--- src/rtl/gdc_pkg.sv ---
// Shared types for the dual gated counter.
// Assumes: nothing beyond standard SystemVerilog packages.
package gdc_pkg;

    // Which qualifying condition produced a count step in a cycle.
    typedef enum logic [1:0] {
        STEP_NONE = 2'd0,
        STEP_RISE = 2'd1,
        STEP_FALL = 2'd2
    } step_src_e;

endpackage

--- src/rtl/gdc_sync.sv ---
// Multi-bit level synchronizer: each bit is an independent flop chain.
// Assumes: bits are unrelated levels (no bus coherency needed), STAGES >= 2,
// and the inputs stay stable for at least one clock period per level.
module gdc_sync #(
    parameter int N      = 6,
    parameter int STAGES = 2
) (
    input  logic         clk,
    input  logic         rst_n,
    input  logic [N-1:0] din,
    output logic [N-1:0] dout
);

    logic [STAGES-1:0][N-1:0] pipe_q;

    // Shift the sampled levels one stage deeper on every clock.
    always_ff @(posedge clk) begin
        if (!rst_n) begin
            pipe_q <= '0;
        end else begin
            pipe_q[0] <= din;
            for (int i = 1; i < STAGES; i++) begin
                pipe_q[i] <= pipe_q[i-1];
            end
        end
    end

    assign dout = pipe_q[STAGES-1];

endmodule

--- src/rtl/gdc_edge_qual.sv ---
// Edge qualifier for one channel: finds a rising edge on the rise input
// gated by the fall input being high, or a falling edge on the fall input
// gated by the rise input being low. The history flops always follow the
// synchronized levels, including while a clear is active, so a release
// never shows a stale edge.
// Assumes: rise_lvl and fall_lvl are already synchronous to clk.
module gdc_edge_qual
    import gdc_pkg::*;
(
    input  logic      clk,
    input  logic      rst_n,
    input  logic      rise_lvl,
    input  logic      fall_lvl,
    output step_src_e src
);

    logic rise_prev_q;
    logic fall_prev_q;

    // Remember the previous synchronized sample of both inputs.
    always_ff @(posedge clk) begin
        if (!rst_n) begin
            rise_prev_q <= 1'b0;
            fall_prev_q <= 1'b0;
        end else begin
            rise_prev_q <= rise_lvl;
            fall_prev_q <= fall_lvl;
        end
    end

    // Decide whether this sample carries a qualifying edge, and which kind.
    always_comb begin
        src = STEP_NONE;
        if (rise_lvl && !rise_prev_q && fall_lvl) begin
            src = STEP_RISE;
        end else if (fall_prev_q && !fall_lvl && !rise_lvl) begin
            src = STEP_FALL;
        end
    end

    // A step is only reported when at least one input actually changed.
    AST_STEP_NEEDS_EDGE: assert property (@(posedge clk) disable iff (!rst_n)
        (src != STEP_NONE) |-> ((rise_lvl != rise_prev_q) || (fall_lvl != fall_prev_q)));

endmodule

--- src/rtl/gdc_counter.sv ---
// Count register for one channel, with wrap, master clear and full flag.
// clr_sync clears the register; clr_now masks the output at once.
// Assumes: clr_sync is the synchronized copy of clr_now.
module gdc_counter
    import gdc_pkg::*;
#(
    parameter int W = 4
) (
    input  logic         clk,
    input  logic         rst_n,
    input  logic         clr_sync,
    input  logic         clr_now,
    input  logic         armed,
    input  step_src_e    src,
    output logic [W-1:0] value,
    output logic         full
);

    localparam logic [W-1:0] TOP_VAL = {W{1'b1}};
    localparam logic [W-1:0] ONE_VAL = W'(1);

    logic [W-1:0] cnt_q;
    logic         adv;

    // A step is taken only once the start-up window has passed.
    assign adv = armed && (src != STEP_NONE);

    // Clear wins over a step; at the top value a step wraps to zero.
    always_ff @(posedge clk) begin
        if (!rst_n) begin
            cnt_q <= '0;
        end else if (clr_sync) begin
            cnt_q <= '0;
        end else if (adv) begin
            cnt_q <= (cnt_q == TOP_VAL) ? '0 : cnt_q + ONE_VAL;
        end
    end

    // Mask the visible value while the raw clear is high and flag all ones.
    always_comb begin
        value = clr_now ? '0 : cnt_q;
        full  = (value == TOP_VAL);
    end

    AST_CLEAR_TAKES: assert property (@(posedge clk) disable iff (!rst_n)
        clr_sync |=> (cnt_q == '0));
    AST_STEP_ONE: assert property (@(posedge clk) disable iff (!rst_n)
        (!clr_sync && adv) |=> (cnt_q == $past(cnt_q) + ONE_VAL));
    AST_WRAP_ZERO: assert property (@(posedge clk) disable iff (!rst_n)
        (!clr_sync && adv && (cnt_q == TOP_VAL)) |=> (cnt_q == '0));
    AST_IDLE_HOLD: assert property (@(posedge clk) disable iff (!rst_n)
        (!clr_sync && !adv) |=> $stable(cnt_q));

endmodule

--- src/rtl/gated_dual_counter.sv ---
// Top of the dual gated counter: synchronizes all channel inputs, holds
// off counting until the synchronizer has settled after reset, and
// instantiates one edge qualifier and one count register per channel.
// Assumes: rst_n is synchronous to clk; other inputs may be asynchronous.
module gated_dual_counter
    import gdc_pkg::*;
#(
    parameter int NUM_CH      = 2,
    parameter int CNT_W       = 4,
    parameter int SYNC_STAGES = 2
) (
    input  logic                    clk,
    input  logic                    rst_n,
    input  logic [NUM_CH-1:0]       rise_in,
    input  logic [NUM_CH-1:0]       fall_in,
    input  logic [NUM_CH-1:0]       mclr_in,
    output logic [NUM_CH*CNT_W-1:0] count_out,
    output logic [NUM_CH-1:0]       full_out
);

    localparam int SYNC_W  = 3 * NUM_CH;
    localparam int ARM_LEN = SYNC_STAGES + 1;

    logic [SYNC_W-1:0]  sync_bus;
    logic [NUM_CH-1:0]  rise_s;
    logic [NUM_CH-1:0]  fall_s;
    logic [NUM_CH-1:0]  mclr_s;
    logic [ARM_LEN-1:0] arm_q;
    logic               armed;

    gdc_sync #(
        .N      (SYNC_W),
        .STAGES (SYNC_STAGES)
    ) u_sync (
        .clk   (clk),
        .rst_n (rst_n),
        .din   ({mclr_in, fall_in, rise_in}),
        .dout  (sync_bus)
    );

    assign rise_s = sync_bus[NUM_CH-1:0];
    assign fall_s = sync_bus[2*NUM_CH-1:NUM_CH];
    assign mclr_s = sync_bus[3*NUM_CH-1:2*NUM_CH];

    // Fill a shift chain with ones after reset; count only once it is full.
    always_ff @(posedge clk) begin
        if (!rst_n) begin
            arm_q <= '0;
        end else begin
            arm_q <= {arm_q[ARM_LEN-2:0], 1'b1};
        end
    end

    assign armed = arm_q[ARM_LEN-1];

    AST_ARM_QUIET: assert property (@(posedge clk) disable iff (!rst_n)
        !armed |-> (count_out == '0));

    for (genvar g = 0; g < NUM_CH; g++) begin : g_ch
        step_src_e src_w;

        gdc_edge_qual u_eq (
            .clk      (clk),
            .rst_n    (rst_n),
            .rise_lvl (rise_s[g]),
            .fall_lvl (fall_s[g]),
            .src      (src_w)
        );

        gdc_counter #(
            .W (CNT_W)
        ) u_cnt (
            .clk      (clk),
            .rst_n    (rst_n),
            .clr_sync (mclr_s[g]),
            .clr_now  (mclr_in[g]),
            .armed    (armed),
            .src      (src_w),
            .value    (count_out[g*CNT_W +: CNT_W]),
            .full     (full_out[g])
        );
    end

endmodule

--- config.mk ---
export PLATFORM = sky130hd
export DESIGN_NAME = gated_dual_counter
export DESIGN_NICKNAME = d
export VERILOG_FILES = /design/src/rtl/gdc_pkg.sv /design/src/rtl/gdc_sync.sv /design/src/rtl/gdc_edge_qual.sv /design/src/rtl/gdc_counter.sv /design/src/rtl/gated_dual_counter.sv
export SDC_FILE = /design/constraint.sdc
export NUM_CORES = 1
export LEC_CHECK = 0
export BUFFER_PORTS_ARGS = -buffer_cell sky130_fd_sc_hd__clkbuf_2
export CAP_MARGIN = 20
export CORE_MARGIN = 3
export CORE_UTILIZATION = 58
export CTS_CLUSTER_SIZE = 10
export DETAILED_ROUTE_END_ITERATION = 16
export GPL_TIMING_DRIVEN = 0
export PLACE_DENSITY = 0.81
export SLEW_MARGIN = 20
export SYNTH_ARGS = -nofsm -noshare
export SYNTH_HDL_FRONTEND = slang
export SYNTH_SLANG_ARGS = --single-unit
--- constraint.sdc ---
create_clock -name clk -period 3.17 [get_ports clk]
set_input_delay 0.4755 -clock clk [delete_from_list [all_inputs] [get_ports clk]]
set_output_delay 0.4755 -clock clk [all_outputs]
set_load 0.02 [all_outputs]
# Word level (Yosys, flattened, before mapping)
# Index checks and enable logic that the tools add are counted.
# W data, S select, Z words.
word_totals:
  rom_bits: 0
  mem_count: 0
  out_inout_bits: 10
  mem_bits_rw: 0
  regBits: 27
  latch_bits: 0
  inputBits: 8
  elab_cells: 46
classes:
  n_shift: 0
  n_mux: 9
  div: 0
  bitwise: 1
  order_cmp: 0
  n_mul: 0
  eq_ne: 4
  add_sub_neg: 2
  reduce_logical: 20
op_table:
  columns: ["operator", "n"]
  rows:
  - ["$eq A4 B4 Y1 const B", 4]
  - ["$mux W4", 4]
  - ["$logic_and A1 B1 Y1", 10]
  - ["$add A4 B1 Y4 const B", 2]
  - ["$mux W2", 4]
  - ["$logic_not A1 Y1", 6]
  - ["$reduce_bool A2 Y1", 2]
  - ["$reduce_or A2 Y1", 2]
  - ["$mux W1", 1]
  - ["$not A1 Y1", 1]

# Longest topological paths before layout
# Gate-level depths: netlist (run 1).
logic_depth:
  word_depth: 7
  ltp_mapped: 4
  depth_no_buf: 4

# Cells and area by module
# A second synthesis (run 1) with hierarchy kept.
unflattened:
  cells_unflattened: 100
  hier_area_um2: 1059.8
modules_own_cells:
  columns: ["mod", "area_per_inst_um2", "n_inst", "cells_per_inst"]
  rows:
  - ["gdc_counter", 227.7, 2, 26]
  - ["gdc_sync", 381.6, 1, 31]
  - ["gdc_edge_qual", 75.1, 2, 6]
  - ["gated_dual_counter", 72.6, 1, 5]

# Worst setup path after synthesis (run 1)
# OpenSTA, ideal clock, no wires.
synth_path:
  kind: "input -> output"
  from: "input port mclr_in[0]"
  to: "output port full_out[0]"
  t_required_ns: 2.694
  path_stages: 3
  setup_slack_ns: 1.521
  arrival_time_ns: 1.173
  cell_sequence: "nor2b_1 -> and4_1 -> buf_4"
synth_via:
  elab_chain_cells: 2
synth_lines:
  columns: ["item", "line_no", "rtl"]
  rows:
  - ["start: declaration", "gated_dual_counter.sv:16", "input logic [NUM_CH-1:0] mclr_in,"]
  - ["$mux W4", "gdc_counter.sv:41", "value = clr_now ? '0 : cnt_q;"]
  - ["$eq A4 B4 Y1", "gdc_counter.sv:42", "full = (value == TOP_VAL);"]
  - ["end: declaration", "gated_dual_counter.sv:18", "output logic [NUM_CH-1:0] full_out"]
# Every way passes these cells.

# Worst setup path after layout (run 1)
layout_path:
  from: "register g_ch[1].u_cnt.cnt_q[2]"
  to: "output port full_out[1]"
layout_via:
  elab_chain_cells: 2
layout_lines:
  columns: ["item", "line_no", "rtl"]
  rows:
  - ["start: declaration", "gdc_counter.sv:22", "logic [W-1:0] cnt_q;"]
  - ["start signal: assignment", "gdc_counter.sv:35", "cnt_q <= (cnt_q == TOP_VAL) ? '0 : cnt_q + ONE_VAL;"]
  - ["$mux W4", "gdc_counter.sv:41", null]
  - ["$eq A4 B4 Y1", "gdc_counter.sv:42", null]
# Every way passes these cells.

==> flow_metrics.tcl, run 1 <==
set metrics [dict create \
    cap_violations 0 \
    synth_warnings 0 \
    fmax_ghz 0.533 \
    avgSynthCellArea_um2 10.0 \
    outcome "finished clean" \
    hpwl_um 1440 \
    fin_crit_ps 1880 \
    ys_seq_elements 27 \
    cts.sinks 27 \
    skew_ps 2.57 \
    cp_cell_sequence "nor2b_1 > and4_1 > buf_4 > clkbuf_2" \
    ios 18 \
    busiest_layer "met2" \
    rows 15 \
    grt_usage_pct 16.9 \
    yosysTopAreaCellShare_pct 47.4 \
    setup_viol 0 \
    finalHoldViolCount 0 \
    max_stage_delay_ps 440 \
    use_met1_pct 20.1 \
    drive_gt1_share_pct 20.0 \
    synth_area_leader_cell "dfxtp_1" \
    cp.arrival_ps 1400 \
    relSlewSlack_pct 78.4 \
    wire_per_inst_um 12.0 \
    first_iter_violations 22 \
    vias 891 \
    cts_buffers 3 \
    diodes 0 \
    fin_hold_ws_ps 337 \
    vias_per_cell 5.57 \
    cp_top_family "flip-flops" \
    fp.dieH_um 50.4 \
    cts_max_path_buffers 2 \
    tightest_slew_ps 324 \
    vdd.ir_drop.worst_v 0.000306 \
    cts_setup_buffers 0 \
    drt_wl_total_um 1920 \
    synth_fp_nets 124 \
    synth_area_leaders "dfxtp_1 (47%), and2_1 (9.9%), nor2b_1 (5.5%)" \
    gp_congestion 0.792 \
    gr-usage-met2_pct 28.0 \
    root_buffer "clkbuf_4" \
    slew_viol_final 0 \
    cp_max_fo 6 \
    leakage_nw 0.510 \
    path_clk_slew_ps 130 \
    antenna_found_initial 0 \
    drc 0 \
    multi_input_area_um2 571 \
    cts.hold.buffers_added 0 \
    crit_type "flop to output port" \
    period_share_pct 59.2 \
    startpoint_type "flop" \
    chipWidth_um 50.4 \
    numPortBuffers 17 \
    worst_setup_path_end_kind "output port" \
    syn_inst 114 \
    grt_max_degree 15 \
    area_growth_pct 12.5 \
    htree_levels 1 \
    rsz0062_at_grt "no" \
    start_util_pct 64.0 \
    cts_tree "built" \
    hold_path.class "input port to flop" \
    nets 146 \
    ctsResizeCount 0 \
    ant_nets 0 \
    fin_setup_tns_ps 0 \
    crit_slowest_cell "dfxtp_1" \
    grt_pass1_wl_um 3270 \
    coreArea_mm2 0.00178 \
    synth_area_mm2 0.00114 \
    ff_latch_area_um2 541 \
    cp_data_required_time_ps 2690 \
    path_buf_inv 2 \
    seq_area_frac_synth_pct 47.4 \
    grt.overflow.total 0 \
    use_met3_pct 3.56 \
    grt_pass1_vias 803 \
    clock_latency_ps 310 \
    fillers 149 \
    dieArea_mm2 0.00254 \
    synthDistinctLibCells 23 \
    p_per_area_mw_per_mm2 408 \
    first_pass_iters 4 \
]
## stage by stage
step	std cells	instance area (µm²)	utilization (%)	worst slack (ps)	power (mW)
floorplan	114	1140	-	1520	0.378
global placement	156	1260	70.5	1520	0.387
detailed placement	156	1260	70.5	1470	0.389
CTS	160	1280	72.0	1280	0.531
global route	160	1280	72.0	1200	0.550
finish	160	1280	72.0	1290	0.524
## final cells by class
class,count,area share (%)
multi-input combinational,82,44.4
timing repair buffer,17,6.63
buffer,5,2.34
sequential,27,42.1
clock buffer,4,2.05
tap,25,2.44
## path summary, 6_finish.rpt
kind                     startpoint                endpoint  slack [ps]  cells after the start
max          g_ch[1].u_cnt.cnt_q[2]             full_out[1]        1290                      4
min                           rst_n                arm_q[0]         340                      1
max reg2reg          u_sync.dout[0]  g_ch[0].u_cnt.cnt_q[3]        1970                      3
min reg2reg        u_sync.pipe_q[1]          u_sync.dout[1]         450                      1
## worst register-to-register path, stage by stage (launching register included)
cell and delay (ps):
dfxtp_1 380, or3b_1 400, a211oi_2 230, o32ai_1 90
## layer usage
| metal | part of all wire, % | vias to the layer above |
|---|---|---|
| met2 | 47 | 23 |
| met1 | 45 | 421 |
| met4 | 2.3 | 0 |
| met3 | 4.7 | 4 |
| met5 | 0 | - |
| li1 | - | 443 |
## registers in the layout (all words and copies together) (netlist names)
signal,count
arm_q,3
g_ch.u_cnt.cnt_q,8
g_ch.u_eq.fall_prev_q,2
g_ch.u_eq.rise_prev_q,2
u_sync.dout,6
u_sync.pipe_q,6
## cell families after synthesis
group                    Yosys count  share of synthesized area (%)
flip-flops                        27                           47.4
buffers and inverters              5                           2.63
adder cells (fa/ha/maj)            2                           2.19
AND/OR/NAND/NOR                   60                           36.0
multiplexers                       2                           1.75
AO/OA/AOI/OAI                     18                           10.1
## power by group
group,total [mW],switching (mW),internal [mW]
clock,0.143,0.0935,0.0492
combinational,0.0259,0.0126,0.0133
sequential,0.355,0.00539,0.350
## Yosys cell counts (all sizes together)
cell     count
dfxtp       27
nor2b       10
ha           2
buf          3
and2        18
a31oi        2
a21oi        6
or3b         2
nand4bb      2
mux2i        2
and4bb       2
nand3        4
o21ai        6
nand3b       2
and4         2
clkbuf       2
nand2b       4
and4b        2
o32ai        2
nand4b       4
nand2        6
nor2         2
a211oi       2
## cells in the final DEF (no fill, tap or decap), types with 3 or more instances in the layout
master | Yosys | layout
dfxtp_1 | 27 | 27
and2_1 | 18 | 18
clkbuf_2 | 0 | 17
nor2b_1 | 10 | 10
nand2_1 | 6 | 6
o21ai_1 | 6 | 6
a21oi_1 | 6 | 6
nand2b_1 | 4 | 4
nand4b_1 | 4 | 4
nand3_1 | 4 | 4
clkbuf_1 | 2 | 3
buf_4 | 3 | 3
clkbuf_4 | 0 | 3
No activity file was read; power rests on OpenSTA's default activity.
==> run 2: changes to the inputs <==
--- a/config.mk
+++ b/config.mk
@@ -7,12 +7,13 @@
 export LEC_CHECK = 0
 export BUFFER_PORTS_ARGS = -buffer_cell sky130_fd_sc_hd__clkbuf_2
 export CAP_MARGIN = 20
+export CORE_ASPECT_RATIO = 1.75
 export CORE_MARGIN = 3
-export CORE_UTILIZATION = 58
+export CORE_UTILIZATION = 48
 export CTS_CLUSTER_SIZE = 10
 export DETAILED_ROUTE_END_ITERATION = 16
 export GPL_TIMING_DRIVEN = 0
-export PLACE_DENSITY = 0.81
+export PLACE_DENSITY = 0.72
 export SLEW_MARGIN = 20
 export SYNTH_ARGS = -nofsm -noshare
 export SYNTH_HDL_FRONTEND = slang
==> constraint.sdc (replaced) <==
create_clock -name clk -period 1.5 [get_ports clk]
set_input_delay 0.225 -clock clk [delete_from_list [all_inputs] [get_ports clk]]
set_output_delay 0.225 -clock clk [all_outputs]
set_load 0.02 [all_outputs]
==> flow_metrics.tcl, run 2 (synthesis results as in run 1) <==
set metrics [dict create \
    grt.overflow.total 0 \
    drt_wl_total_um 2000 \
    tightest_slew_ps 332 \
    skew_ps 5.36 \
    root_buffer "clkbuf_4" \
    cts_buffers 3 \
    crit_slowest_cell "dfxtp_4" \
    period_share_pct 98.1 \
    gp_congestion 0.778 \
    first_pass_iters 4 \
    fmax_ghz 0.680 \
    cts_max_path_buffers 2 \
    ios 18 \
    leakage_nw 0.531 \
    grt_max_degree 15 \
    cts.sinks 27 \
    fp.dieH_um 70.5 \
    relSlewSlack_pct 77.8 \
    drive_gt1_share_pct 24.6 \
    dpl-instance-area_mm2 0.00126 \
    hold_path.class "input port to flop" \
    numPortBuffers 17 \
    hpwl_um 1490 \
    area_growth_pct 17.2 \
    dp_cells 155 \
    finalHoldViolCount 0 \
    rsz0062_at_grt "yes" \
    fin_setup_tns_ps 0 \
    coreArea_mm2 0.00217 \
    cts_tree "built" \
    chipWidth_um 42.9 \
    cp_top_family "flip-flops" \
    cts.hold.buffers_added 0 \
    cp_max_fo 3 \
    vias 869 \
    grt_usage_pct 13.9 \
    stdcell_count 162 \
    vias_per_cell 5.36 \
    startpoint_type "flop" \
    fin_area_mm2 0.00134 \
    grt_pass1_vias 823 \
    place_ws_ps 225 \
    dieArea_mm2 0.00302 \
    final_cell_mix "dfxtp_1 (25), and2_1 (18), clkbuf_2 (15), nor2b_1 (8)" \
    outcome "finished clean" \
    cp_cell_sequence "nor2b_4 > and4_1 > buf_4 > buf_6" \
    rows 22 \
    p_total_mw 1.11 \
    start_util_pct 52.5 \
    first_iter_violations 19 \
    max_stage_delay_ps 370 \
    path_buf_inv 2 \
    cp.arrival_ps 1250 \
    slew_viol_final 0 \
    crit_type "flop to output port" \
    vdd.ir_drop.worst_v 0.000699 \
    cp_data_required_time_ps 1270 \
    p_per_area_mw_per_mm2 830 \
    ant_nets 0 \
    worst_slack_ps 29.2 \
    final_common_cell "dfxtp_1" \
    top_register "g_ch.u_cnt.cnt_q" \
    wire_per_inst_um 12.3 \
    setup_viol 0 \
    worst_setup_path_end_kind "output port" \
    drc 0 \
    diodes 0 \
    clock_latency_ps 320 \
    htree_levels 1 \
    grt_pass1_wl_um 3370 \
    antenna_found_initial 0 \
    nets 149 \
    path_clk_slew_ps 130 \
    post-route-util_pct 61.5 \
    largest_reg_flops 8 \
    fin_hold_ws_ps 83.2 \
    cap_violations 0 \
    fin_crit_ps 1470 \
]
==> run 2: what timing repair did <==
action	4_1_cts	5_1_grt
endpoints found under the setup margin	2	2
setup buffers	1	2
gates resized for setup	4	9
pin swaps	0	0
==> run 2: final timing paths <==
| path | start | to | slack [ps] | cells after the start |
|---|---|---|---|---|
| max | g_ch[1].u_cnt.cnt_q[2] | full_out[1] | 30 | 4 |
| min | rst_n | arm_q[0] | 80 | 1 |
| max reg2reg | u_sync.dout[0] | g_ch[0].u_cnt.cnt_q[3] | 290 | 3 |
| min reg2reg | u_sync.pipe_q[0] | u_sync.dout[0] | 450 | 1 |
==> run 2: routing by layer <==
metal	global-route usage [%]	wire length, µm	vias to the layer above
met5	0	0	-
met4	7.96	30	0
met3	1.55	76	4
met2	23.7	991	20
met1	16.0	901	397
li1	-	-	448
==> run 2: layout make-up <==
| type | count | area (µm²) |
|---|---|---|
| plain buffers | 5 | 30.0 |
| clock buffers | 4 | 26.3 |
| fillers | 197 | 837 |
| multi-input cells | 82 | 586 |
| flip-flops and latches | 27 | 546 |
| well taps | 24 | 30.0 |
| repair buffers | 20 | 120 |
==> run 2: where the power goes <==
part	total, mW	internal (mW)	leakage, nW	switching, mW
sequential	0.749	0.737	0.223	0.0117
combinational	0.0569	0.0282	0.293	0.0287
clock	0.305	0.104	0.0150	0.201
